File: src/rtl/shf_pkg.sv
package shf_pkg;

  typedef enum logic [1:0] {
    ST_IDLE = 2'd0,
    ST_RUN  = 2'd1,
    ST_DONE = 2'd2
  } shf_state_e;

  localparam logic DIR_LEFT  = 1'b0;
  localparam logic DIR_RIGHT = 1'b1;

endpackage

File: src/rtl/shf_ctrl.sv
module shf_ctrl
  import shf_pkg::*;
#(
  parameter int unsigned DATA_W = 8,
  parameter int unsigned AMT_W  = 4
) (
  input  logic                          clk,
  input  logic                          rst_n,
  input  logic                          in_valid,
  input  logic [AMT_W-1:0]              in_amt,
  input  logic                          out_ready,
  output logic                          in_ready,
  output logic                          out_valid,
  output logic                          load_en,
  output logic                          step_en,
  output logic                          fin_en
);

  localparam int unsigned CNT_W  = $clog2(DATA_W + 1);
  localparam int unsigned WIDE_W = ((AMT_W > CNT_W) ? AMT_W : CNT_W) + 1;

  shf_state_e        state_q, state_d;
  logic [CNT_W-1:0]  cnt_q, cnt_d, load_cnt;
  logic [WIDE_W-1:0] amt_wide;
  logic              accept;
  logic              cnt_zero;

  // Amounts at or beyond the word width are clamped: shifting DATA_W
  // single positions already empties the word.
  always_comb begin
    amt_wide = WIDE_W'(in_amt);
    if (amt_wide >= WIDE_W'(DATA_W)) begin
      load_cnt = CNT_W'(DATA_W);
    end else begin
      load_cnt = CNT_W'(amt_wide);
    end
  end

  assign in_ready  = (state_q == ST_IDLE);
  assign out_valid = (state_q == ST_DONE);
  assign accept    = in_valid && in_ready;
  assign cnt_zero  = (cnt_q == '0);
  assign load_en   = accept;
  assign step_en   = (state_q == ST_RUN) && !cnt_zero;
  assign fin_en    = (state_q == ST_RUN) && cnt_zero;

  always_comb begin
    state_d = state_q;
    cnt_d   = cnt_q;
    unique case (state_q)
      ST_IDLE: begin
        if (accept) begin
          state_d = ST_RUN;
          cnt_d   = load_cnt;
        end
      end
      ST_RUN: begin
        if (cnt_zero) begin
          state_d = ST_DONE;
        end else begin
          cnt_d = cnt_q - CNT_W'(1);
        end
      end
      ST_DONE: begin
        if (out_ready) begin
          state_d = ST_IDLE;
        end
      end
      default: begin
        state_d = ST_IDLE;
        cnt_d   = '0;
      end
    endcase
  end

  always_ff @(posedge clk or negedge rst_n) begin
    if (!rst_n) begin
      state_q <= ST_IDLE;
      cnt_q   <= '0;
    end else begin
      state_q <= state_d;
      cnt_q   <= cnt_d;
    end
  end

endmodule

File: src/rtl/shf_datapath.sv
module shf_datapath
  import shf_pkg::*;
#(
  parameter int unsigned DATA_W = 8
) (
  input  logic              clk,
  input  logic              rst_n,
  input  logic              load_en,
  input  logic              step_en,
  input  logic [DATA_W-1:0] in_data,
  input  logic              in_dir,
  output logic [DATA_W-1:0] work
);

  logic [DATA_W-1:0] work_q;
  logic [DATA_W-1:0] stepped;
  logic              dir_q;

  // One-position step: each bit takes its upper or lower neighbour,
  // with zero entering at the vacated end.
  for (genvar b = 0; b < DATA_W; b++) begin : g_bit
    logic from_hi;
    logic from_lo;
    if (b == DATA_W - 1) begin : g_top
      assign from_hi = 1'b0;
    end else begin : g_mid_hi
      assign from_hi = work_q[b+1];
    end
    if (b == 0) begin : g_bot
      assign from_lo = 1'b0;
    end else begin : g_mid_lo
      assign from_lo = work_q[b-1];
    end
    assign stepped[b] = (dir_q == DIR_RIGHT) ? from_hi : from_lo;
  end

  always_ff @(posedge clk or negedge rst_n) begin
    if (!rst_n) begin
      work_q <= '0;
      dir_q  <= DIR_LEFT;
    end else if (load_en) begin
      work_q <= in_data;
      dir_q  <= in_dir;
    end else if (step_en) begin
      work_q <= stepped;
    end
  end

  assign work = work_q;

endmodule

File: src/rtl/shf_out_reg.sv
module shf_out_reg #(
  parameter int unsigned DATA_W = 8
) (
  input  logic              clk,
  input  logic              rst_n,
  input  logic              fin_en,
  input  logic [DATA_W-1:0] work,
  output logic [DATA_W-1:0] out_data
);

  logic [DATA_W-1:0] hold_q;

  always_ff @(posedge clk or negedge rst_n) begin
    if (!rst_n) begin
      hold_q <= '0;
    end else if (fin_en) begin
      hold_q <= work;
    end
  end

  assign out_data = hold_q;

endmodule

File: src/rtl/shf_seq_top.sv
module shf_seq_top #(
  parameter int unsigned DATA_W = 8,
  parameter int unsigned AMT_W  = 4
) (
  input  logic              clk,
  input  logic              rst_n,
  input  logic              in_valid,
  output logic              in_ready,
  input  logic [DATA_W-1:0] in_data,
  input  logic [AMT_W-1:0]  in_amt,
  input  logic              in_dir,
  output logic              out_valid,
  input  logic              out_ready,
  output logic [DATA_W-1:0] out_data
);

  logic              load_en;
  logic              step_en;
  logic              fin_en;
  logic [DATA_W-1:0] work;

  shf_ctrl #(
    .DATA_W (DATA_W),
    .AMT_W  (AMT_W)
  ) i_ctrl (
    .clk       (clk),
    .rst_n     (rst_n),
    .in_valid  (in_valid),
    .in_amt    (in_amt),
    .out_ready (out_ready),
    .in_ready  (in_ready),
    .out_valid (out_valid),
    .load_en   (load_en),
    .step_en   (step_en),
    .fin_en    (fin_en)
  );

  shf_datapath #(
    .DATA_W (DATA_W)
  ) i_dp (
    .clk     (clk),
    .rst_n   (rst_n),
    .load_en (load_en),
    .step_en (step_en),
    .in_data (in_data),
    .in_dir  (in_dir),
    .work    (work)
  );

  shf_out_reg #(
    .DATA_W (DATA_W)
  ) i_out (
    .clk      (clk),
    .rst_n    (rst_n),
    .fin_en   (fin_en),
    .work     (work),
    .out_data (out_data)
  );

endmodule

File: config.mk
export PLATFORM = sky130hd
export DESIGN_NAME = shf_seq_top
export DESIGN_NICKNAME = d
export VERILOG_FILES = /design/src/rtl/shf_pkg.sv /design/src/rtl/shf_ctrl.sv /design/src/rtl/shf_datapath.sv /design/src/rtl/shf_out_reg.sv /design/src/rtl/shf_seq_top.sv
export SDC_FILE = /design/constraint.sdc
export NUM_CORES = 1
export LEC_CHECK = 0
export BUFFER_PORTS_ARGS = -buffer_cell sky130_fd_sc_hd__buf_2
export CORE_ASPECT_RATIO = 0.9
export CORE_MARGIN = 3
export CORE_UTILIZATION = 54
export DETAILED_ROUTE_END_ITERATION = 7
export GPL_TIMING_DRIVEN = 0
export PLACE_DENSITY_LB_ADDON = 0.1
export SETUP_SLACK_MARGIN = 0.5
export SYNTH_ARGS = -nofsm -noshare
export SYNTH_HDL_FRONTEND = slang
export SYNTH_SLANG_ARGS = --single-unit
File: constraint.sdc
create_clock -name clk -period 3.2 [get_ports clk]
set_clock_uncertainty 0.05 [all_clocks]
set_input_delay 0.48 -clock clk [delete_from_list [all_inputs] [get_ports clk]]
set_output_delay 0.48 -clock clk [all_outputs]
set_load 0.02 [all_outputs]
# Word level (Yosys, flattened, before mapping)
# Cells that the tools add are included.
# W data, S select, Z words.
[word_totals] reg_bits=23 in_bits=17 out_inout_bits=10 elab_cells=41
[classes] n_addsub=1 n_lt_le_gt_ge=1 eq_ne=6 muxes=18 n_bitwise=1 n_reduce_logical=9
[op_table] operator="$mux W8" n=2
[op_table] operator="$mux W4" n=3
[op_table] operator="$pmux W4 S3" n=1
[op_table] operator="$mux W1" n=8
[op_table] operator="$mux W2" n=3
[op_table] operator="$pmux W2 S3" n=1
[op_table] operator="$reduce_and A3 Y1" n=2
[op_table] operator="$ge A4 B4 Y1 const B" n=1
[op_table] operator="$logic_not A4 Y1" n=1
[op_table] operator="$ne A2 B1 Y1 const B" n=2
[op_table] operator="$ne A2 B2 Y1 const B" n=2
[op_table] operator="$sub A4 B1 Y4 const B" n=1
[op_table] operator="$logic_and A1 B1 Y1" n=3
[op_table] operator="$eq A2 B1 Y1 const B" n=1
[op_table] operator="$eq A2 B2 Y1 const B" n=1
[op_table] operator="$logic_not A2 Y1" n=1
[op_table] operator="$reduce_bool A2 Y1" n=1
[op_table] operator="$logic_not A1 Y1" n=1
[op_table] operator="$not A1 Y1" n=1

# Logic depth before layout (Yosys ltp)
# Gate-level depths: netlist (run 1).
[depth] depth_word=5 mapped_depth=7 depth_no_buf=6

# Hierarchy
# A second synthesis (run 1) with hierarchy kept.
[hier_totals] cells_unflattened=109 hier_area_um2=1295.0
[modules_own_cells] module="shf_datapath" n_inst=1 cells_each=47 area_each_um2=528.0 seq_area_each_um2=225.2
[modules_own_cells] module="shf_ctrl" n_inst=1 cells_each=45 area_each_um2=435.4 seq_area_each_um2=150.1
[modules_own_cells] module="shf_out_reg" n_inst=1 cells_each=17 area_each_um2=331.6 seq_area_each_um2=200.2

# Least setup slack after synthesis (run 1)
# No wires, ideal clock.
[synth_timing] kind="register -> register" startpoint="reg i_ctrl.cnt_q[0]" endpoint="reg i_ctrl.cnt_q[0]" setup_ns=0.110 arrival_ns=1.356 t_required_ns=3.040 setup_slack_ns=1.684 path_stages_with_launch=8 n_path_buf=1 synth_period_minus_slack_ns=1.516 cell_sequence="dfrtp_1 inv_1 ha_1 nor3b_2 and3b_1 buf_2 o21ai_0 o41ai_1"
[synth_via] elab_chain_cells=3 elab_cells_between_ends=6 cone_classes="add/sub (1); eq/ne (1); mux (2); reduce/logical (2)"
[synth_rtl] item="start: declaration" line_no="shf_ctrl.sv:23" source="logic [CNT_W-1:0] cnt_q, cnt_d, load_cnt;"
[synth_rtl] item="start signal: assignment" line_no="shf_ctrl.sv:82" source="cnt_q <= cnt_d;"
[synth_rtl] item="$sub A4 B1 Y4 / $logic_not A4 Y1 (equally long branches)" line_no="shf_ctrl.sv:61, shf_ctrl.sv:42"
[synth_rtl] item="$mux W4 / $ne A2 B2 Y1 (equally long branches)"
[synth_rtl] item="$pmux W4 S3 / $reduce_and A3 Y1 (equally long branches)"
# Parallel ways exist; a longest one is shown, timed or not. The select of a mux whose other input is x is not followed.
# A chain may end at the register's enable or synchronous reset.

# Worst setup path in the final report (run 1)
[layout_timing] startpoint="reg i_ctrl.state_q[0]" endpoint="out in_ready"
[layout_via] elab_chain_cells=1
[layout_rtl] item="start: declaration" line_no="shf_ctrl.sv:22" source="shf_state_e state_q, state_d;"
[layout_rtl] item="start signal: assignment" line_no="shf_ctrl.sv:81" source="state_q <= state_d;"
[layout_rtl] item="$logic_not A2 Y1" line_no="shf_ctrl.sv:39" source="assign in_ready = (state_q == ST_IDLE);"
[layout_rtl] item="end: declaration" line_no="shf_seq_top.sv:8" source="output logic in_ready,"
# Every way passes these cells.

==> impl_metrics.toml, run 1 <==
[timing]
tightest_slew_ns = 0.495
fin_setup_tns_ns = 0
layout_setup_ws_ns = 1.30
fin_crit_sh = 0.593
timing.final.crit_period_ns = 1.90
fmax_ghz = 0.527
finalHoldViolations = 0
maxSlewViolCount = 0
relSlewSlack = 0.670
setup_viol = 0
holdWs_ns = 0.0569
rsz0062_at_grt = "false"

[synth]
synthCells = 132
synth_common_cells = "36 x nand2_1, 23 x dfrtp_1, 10 x a21oi_1"
synthArstFlopShare = 1.00
synthAdderAreaFrac = 0.0211
yosysMostFrequentCell = "nand2_1"
synth_nets = 151
yosys_register_bits = 23
synth.distinct_cells = 28
synth_area_leaders = "dfrtp_1 49%, nand2_1 11%, mux2i_1 5.1%"
synth.area.mux_share = 0.0506
synth_xor_area_frac = 0.00738
synth_compound_area_frac = 0.137
synth-main-ff-cell = "dfrtp_1"
synth_area_leader_cell = "dfrtp_1"
synth_area_per_cell_um2 = 8.99
synth-simple-area-share = 0.245
synth_top_family_by_area = "simple AND/OR/NAND/NOR gates"
yosysWarnings = 0
synth_top_cell_area_share = 0.485
syn_area_um2 = 1190
synth-edff-count = 0
seq_area_frac_synth = 0.485

[worst_setup_path]
r2r_slack_ns = 1.46
end_kind = "primary output"
cp-start-kind = "flop"
required_ns = 2.67
r2r_end = "i_ctrl.cnt_q[1]$_DFFE_PN0P_"
r2r-start = "i_ctrl.cnt_q[0]$_DFFE_PN0P_"
crit_type = "reg2out"
worstSetupStartpoint = "i_ctrl.state_q[0]$_DFFE_PN0P_"
worstPathArrival_ns = 1.37
critPathMaxFanout = 10
r2r_cells = 7

[layout]
final_cells = 187
finalNetCount = 182
drive_above_1_share = 0.241
antenna_cells = 0
final_util = 0.691
final_area_um2 = 1380
syn2layout_area_growth_pct = 15.9

[cts]
clock-root-buffer = "clkbuf_4"
clk_path_buf_depth = 2
path_clk_slew_ns = 0.13
htree_levels = 1
clk_latency_ns = 0.31
cts_num_sinks = 23
cts_buffers = 3
cts_resized = 0
post_cts_buffers = 0
cts_tree = "yes"
hold_buffers = 0

[grt]
grt_pass1_wl_um = 4400
grt_use_met2 = 0.325
grt-ovfl-total = 0
grt_pass1_vias = 977
grtUsageTotal = 0.200
grt_start_max_net_pins = 24
gr-max-usage-layer = "met2"
met3_usage = 0.0566
grt_antenna_before_repair = 0
met1_usage = 0.274

[drt]
drtAntennaViolNets = 0
via_per_inst = 5.43
wirelength_um = 2470
vias = 1015
drc = 0
wl_per_cell_um = 13.2
drt_iter0_drc = 29
first_pass_iters = 4

[power]
powerDensity_nw_per_um2 = 1030
power_frac_seq = 0.370
ir_worst_vdd_uv = 623
p_sw_frac = 0.452
combPwrFrac = 0.535
internal_power_mw = 0.778
switchingPower_mw = 0.642
power.clock.fraction = 0.095
design_power_total_mw = 1.42
power.leakage_nw = 0.718

[place]
dpl-instance-area_um2 = 1350
dpl_worst_slack_ns = 1.48
dp_cells = 183
hpwl_um = 1820
gp_congestion = 0.824
portBuffers = 26

[floorplan]
ios = 27
die-height_um = 50.5
die_width_um = 55.4
rows = 15
initial_core_util = 0.596
core_um2 = 1990
dieArea_um2 = 2800

[job]
cap_violations = 0

[min_path]
hp-class = "in2async"

[run_status]
run_status = "finished, final reports clean"
cells by family after synthesis:
family                     count (synthesis)
and+or+nand+nor                           60
AOI/OAI and AO/OA                         28
adders and majority gates                  2
DFF                                       23
buffers and inverters                     12
muxes                                      6
xor gates and xnor gates                   1
worst max-delay path by stage:
stage | slack [ns] | depth (start not counted) | to
after floorplan | 1.68 | 7 | i_ctrl.cnt_q[0]$_DFFE_PN0P_
after global placement | 1.50 | 7 | i_ctrl.cnt_q[0]$_DFFE_PN0P_
after detailed placement | 1.48 | 7 | i_ctrl.cnt_q[0]$_DFFE_PN0P_
after CTS | 1.30 | 3 | in_ready
after global routing | 1.17 | 3 | in_ready
final | 1.30 | 3 | in_ready
layer usage:
layer,part of all wire,vias to the layer above
met4,0.0040,0
met5,0,-
li1,-,500
met1,0.47,486
met2,0.46,27
met3,0.060,2
final cells by class:
cell class,instances,area (um2)
clock buffer,3,22.5
sequential,23,576
tap,25,31.3
buffer,6,41.3
multi-input combinational,97,547
fill,185,614
inverter,6,22.5
timing repair buffer,26,130
clock inverter,1,5.00
placed cells by master, fill, tap and decap left out, types with 2 or more instances in the layout:
master / count
nand2_1: 36
buf_2: 29
dfrtp_1: 23
a21oi_1: 10
nor2_1: 8
o21ai_1: 7
inv_1: 6
mux2i_1: 6
o21ai_0: 6
nand2b_1: 3
nor3b_1: 3
clkbuf_4: 3
buf_6: 2
nor3b_2: 2
nor3_1: 2
ha_1: 2
state kept, by name (all words and copies together), names as in the netlist:
| signal | flops |
|---|---|
| i_ctrl.cnt_q | 4 |
| i_ctrl.state_q | 2 |
| i_dp.dir_q | 1 |
| i_out.out_data | 8 |
| i_dp.work | 8 |
worst max-delay path: stages, from the launching register on:
cell and delay, ns:
dfrtp_1 0.45, clkbuf_1 0.37, nor2_1 0.07, buf_2 0.17
power groups by stage:
stage | Clock [mW] | Sequential [mW] | Combinational [mW]
final | 0.135 | 0.525 | 0.760
after global routing | 0.151 | 0.546 | 0.862
after CTS | 0.137 | 0.523 | 0.765
after detailed placement | 0 | 0.530 | 0.763
after global placement | 0 | 0.524 | 0.739
after floorplan | 0 | 0.568 | 0.521
Note: power is estimated with default switching activity, not from simulation.
==> run 2: changes to the inputs <==
--- a/config.mk
+++ b/config.mk
@@ -8,7 +8,7 @@
 export BUFFER_PORTS_ARGS = -buffer_cell sky130_fd_sc_hd__buf_2
 export CORE_ASPECT_RATIO = 0.9
 export CORE_MARGIN = 3
-export CORE_UTILIZATION = 54
+export CORE_UTILIZATION = 52
 export DETAILED_ROUTE_END_ITERATION = 7
 export GPL_TIMING_DRIVEN = 0
 export PLACE_DENSITY_LB_ADDON = 0.1
==> constraint.sdc (replaced) <==
create_clock -name clk -period 1.8 [get_ports clk]
set_clock_uncertainty 0.05 [all_clocks]
set_input_delay 0.27 -clock clk [delete_from_list [all_inputs] [get_ports clk]]
set_output_delay 0.27 -clock clk [all_outputs]
set_load 0.02 [all_outputs]
==> run 2 against run 1 <==
Net effect:
- clock power rose by 84%
- final cell count is 11% higher
- core utilization is 15 points higher
==> impl_metrics.toml, run 2 (same netlist as run 1, synthesis figures left out) <==
[cts]
clk_latency_ns = 0.33
htree_levels = 1
path_clk_slew_ns = 0.13
cts_tree = "yes"
cts_buffers = 3
cts_num_sinks = 23
clock-root-buffer = "clkbuf_4"
clk_path_buf_depth = 2

[power]
power.leakage_nw = 0.869
design_power_total_mw = 3.42
powerDensity_nw_per_um2 = 2010
ir_worst_vdd_uv = 1290

[drt]
first_pass_iters = 4
drtAntennaViolNets = 0
drt_iter0_drc = 40
via_per_inst = 5.48
vias = 1139
wl_per_cell_um = 16.2
wirelength_um = 3380
drc = 0

[timing]
fin_crit_sh = 0.914
setup_viol = 0
timing.final.crit_period_ns = 1.64
fin_setup_tns_ns = 0
layout_setup_ws_ns = 0.155
finalHoldViolations = 0
rsz0062_at_grt = "true"
relSlewSlack = 0.654
fmax_ghz = 0.608
maxSlewViolCount = 0
tightest_slew_ns = 0.519

[worst_setup_path]
r2r_slack_ns = 0.16
critPathMaxFanout = 5
end_kind = "flop"
required_ns = 2.01
cp-start-kind = "flop"
r2r_end = "i_ctrl.cnt_q[1]$_DFFE_PN0P_"
worstPathArrival_ns = 1.85
r2r_cells = 7
r2r-start = "i_ctrl.cnt_q[0]$_DFFE_PN0P_"
crit_type = "reg2reg"

[grt]
grt-ovfl-total = 0
grtUsageTotal = 0.238
grt_pass1_wl_um = 5130
grt_antenna_before_repair = 0
grt_start_max_net_pins = 24
grt_pass1_vias = 1115

[floorplan]
rows = 15
core_um2 = 2030
dieArea_um2 = 2890
ios = 27
die-height_um = 51.3
initial_core_util = 0.585
die_width_um = 56.3

[layout]
final_cell_mix = "27 x nand2_1, 25 x buf_2, 22 x dfrtp_1"
syn2layout_area_growth_pct = 43.0
layout_commonest_cell = "nand2_1"
final_cells = 208
finalNetCount = 203
antenna_cells = 0
drive_above_1_share = 0.481
final_util = 0.837

[place]
dp_cells = 183
portBuffers = 26
dpl_worst_slack_ns = 0.132
gp_congestion = 0.822
hpwl_um = 1840

[min_path]
worstHoldStart = "out_ready"
whs_path_depth = 2
hp-class = "in2reg"
holdPathEnd = "i_ctrl.state_q[1]$_DFFE_PN0P_"

[run_status]
run_status = "finished, final reports clean"

[job]
cap_violations = 0
## run 2: cell count changes in the layout (fill, tap and decap cells not counted), sizes merged
cell	change
buf	+21
clkbuf	-1
dlygate4sd3	+1
## run 2: per-stage QoR
step / hold slack (ns) / area (um2)
3_3_place_gp: 0.215 / 1360
4_1_cts: 0.0675 / 1570
3_5_place_dp: 0.216 / 1360
2_1_floorplan: -0.0756 / 1200
5_1_grt: 0.0537 / 1700
6_report: 0.0598 / 1700
## run 2: layout make-up
cell class	count	area, um2
Multi-Input combinational cell	97	659
Sequential cell	23	577
Fill cell	117	330
Timing Repair Buffer	47	314
Buffer	6	65.1
Tap cell	25	31.3
Clock buffer	3	22.5
Inverter	6	22.5
Clock inverter	1	5.00
## run 2: how the worst max path moves through the flow
| stage | start | slack [ns] | to | cells past startpoint |
|---|---|---|---|---|
| after global placement | i_ctrl.state_q[1]$_DFFE_PN0P_ | 0.19 | i_dp.work[6]$_DFFE_PN0P_ | 6 |
| after CTS | i_ctrl.cnt_q[0]$_DFFE_PN0P_ | 0.27 | i_ctrl.cnt_q[1]$_DFFE_PN0P_ | 7 |
| after detailed placement | i_ctrl.cnt_q[0]$_DFFE_PN0P_ | 0.13 | i_ctrl.cnt_q[1]$_DFFE_PN0P_ | 7 |
| final | i_ctrl.cnt_q[0]$_DFFE_PN0P_ | 0.16 | i_ctrl.cnt_q[1]$_DFFE_PN0P_ | 7 |
| after floorplan | i_ctrl.state_q[1]$_DFFE_PN0P_ | 0.33 | i_dp.work[0]$_DFFE_PN0P_ | 4 |
| after global routing | i_ctrl.cnt_q[0]$_DFFE_PN0P_ | 0.08 | i_ctrl.cnt_q[1]$_DFFE_PN0P_ | 7 |
## run 2: layer usage
| metal | global-route usage | part of all wire | up-vias |
|---|---|---|---|
| met2 | 0.381 | 0.46 | 62 |
| met3 | 0.0631 | 0.067 | 17 |
| met1 | 0.301 | 0.44 | 518 |
| met5 | 0 | 0 | - |
| li1 | - | - | 542 |
| met4 | 0.115 | 0.033 | 0 |
## run 2: critical path, cell delays in order, from the launching register on
cell and delay (ns):
dfrtp_1 0.43, inv_2 0.09, ha_4 0.14, nor3b_4 0.30, and3b_2 0.29, buf_6 0.14, o21ai_2 0.06, o21ai_1 0.08
## run 2: what timing repair did
| item | CTS | global route |
|---|---|---|
| hold endpoints to repair | 23 | 0 |
| gates resized for setup | 28 | 24 |
| pin swaps | 12 | 10 |
| buffers inserted | 12 | 6 |
| gates cloned | 1 | 1 |
| endpoints found under the setup margin | 25 | 25 |
| hold buffers | 1 | 0 |
## run 2: report_power, final
group | total [mW] | switching (mW) | internal (mW)
clock network | 0.249 | 0.166 | 0.0835
registers | 0.990 | 0.235 | 0.755
logic | 2.18 | 1.13 | 1.05
total | 3.42 | 1.53 | 1.89
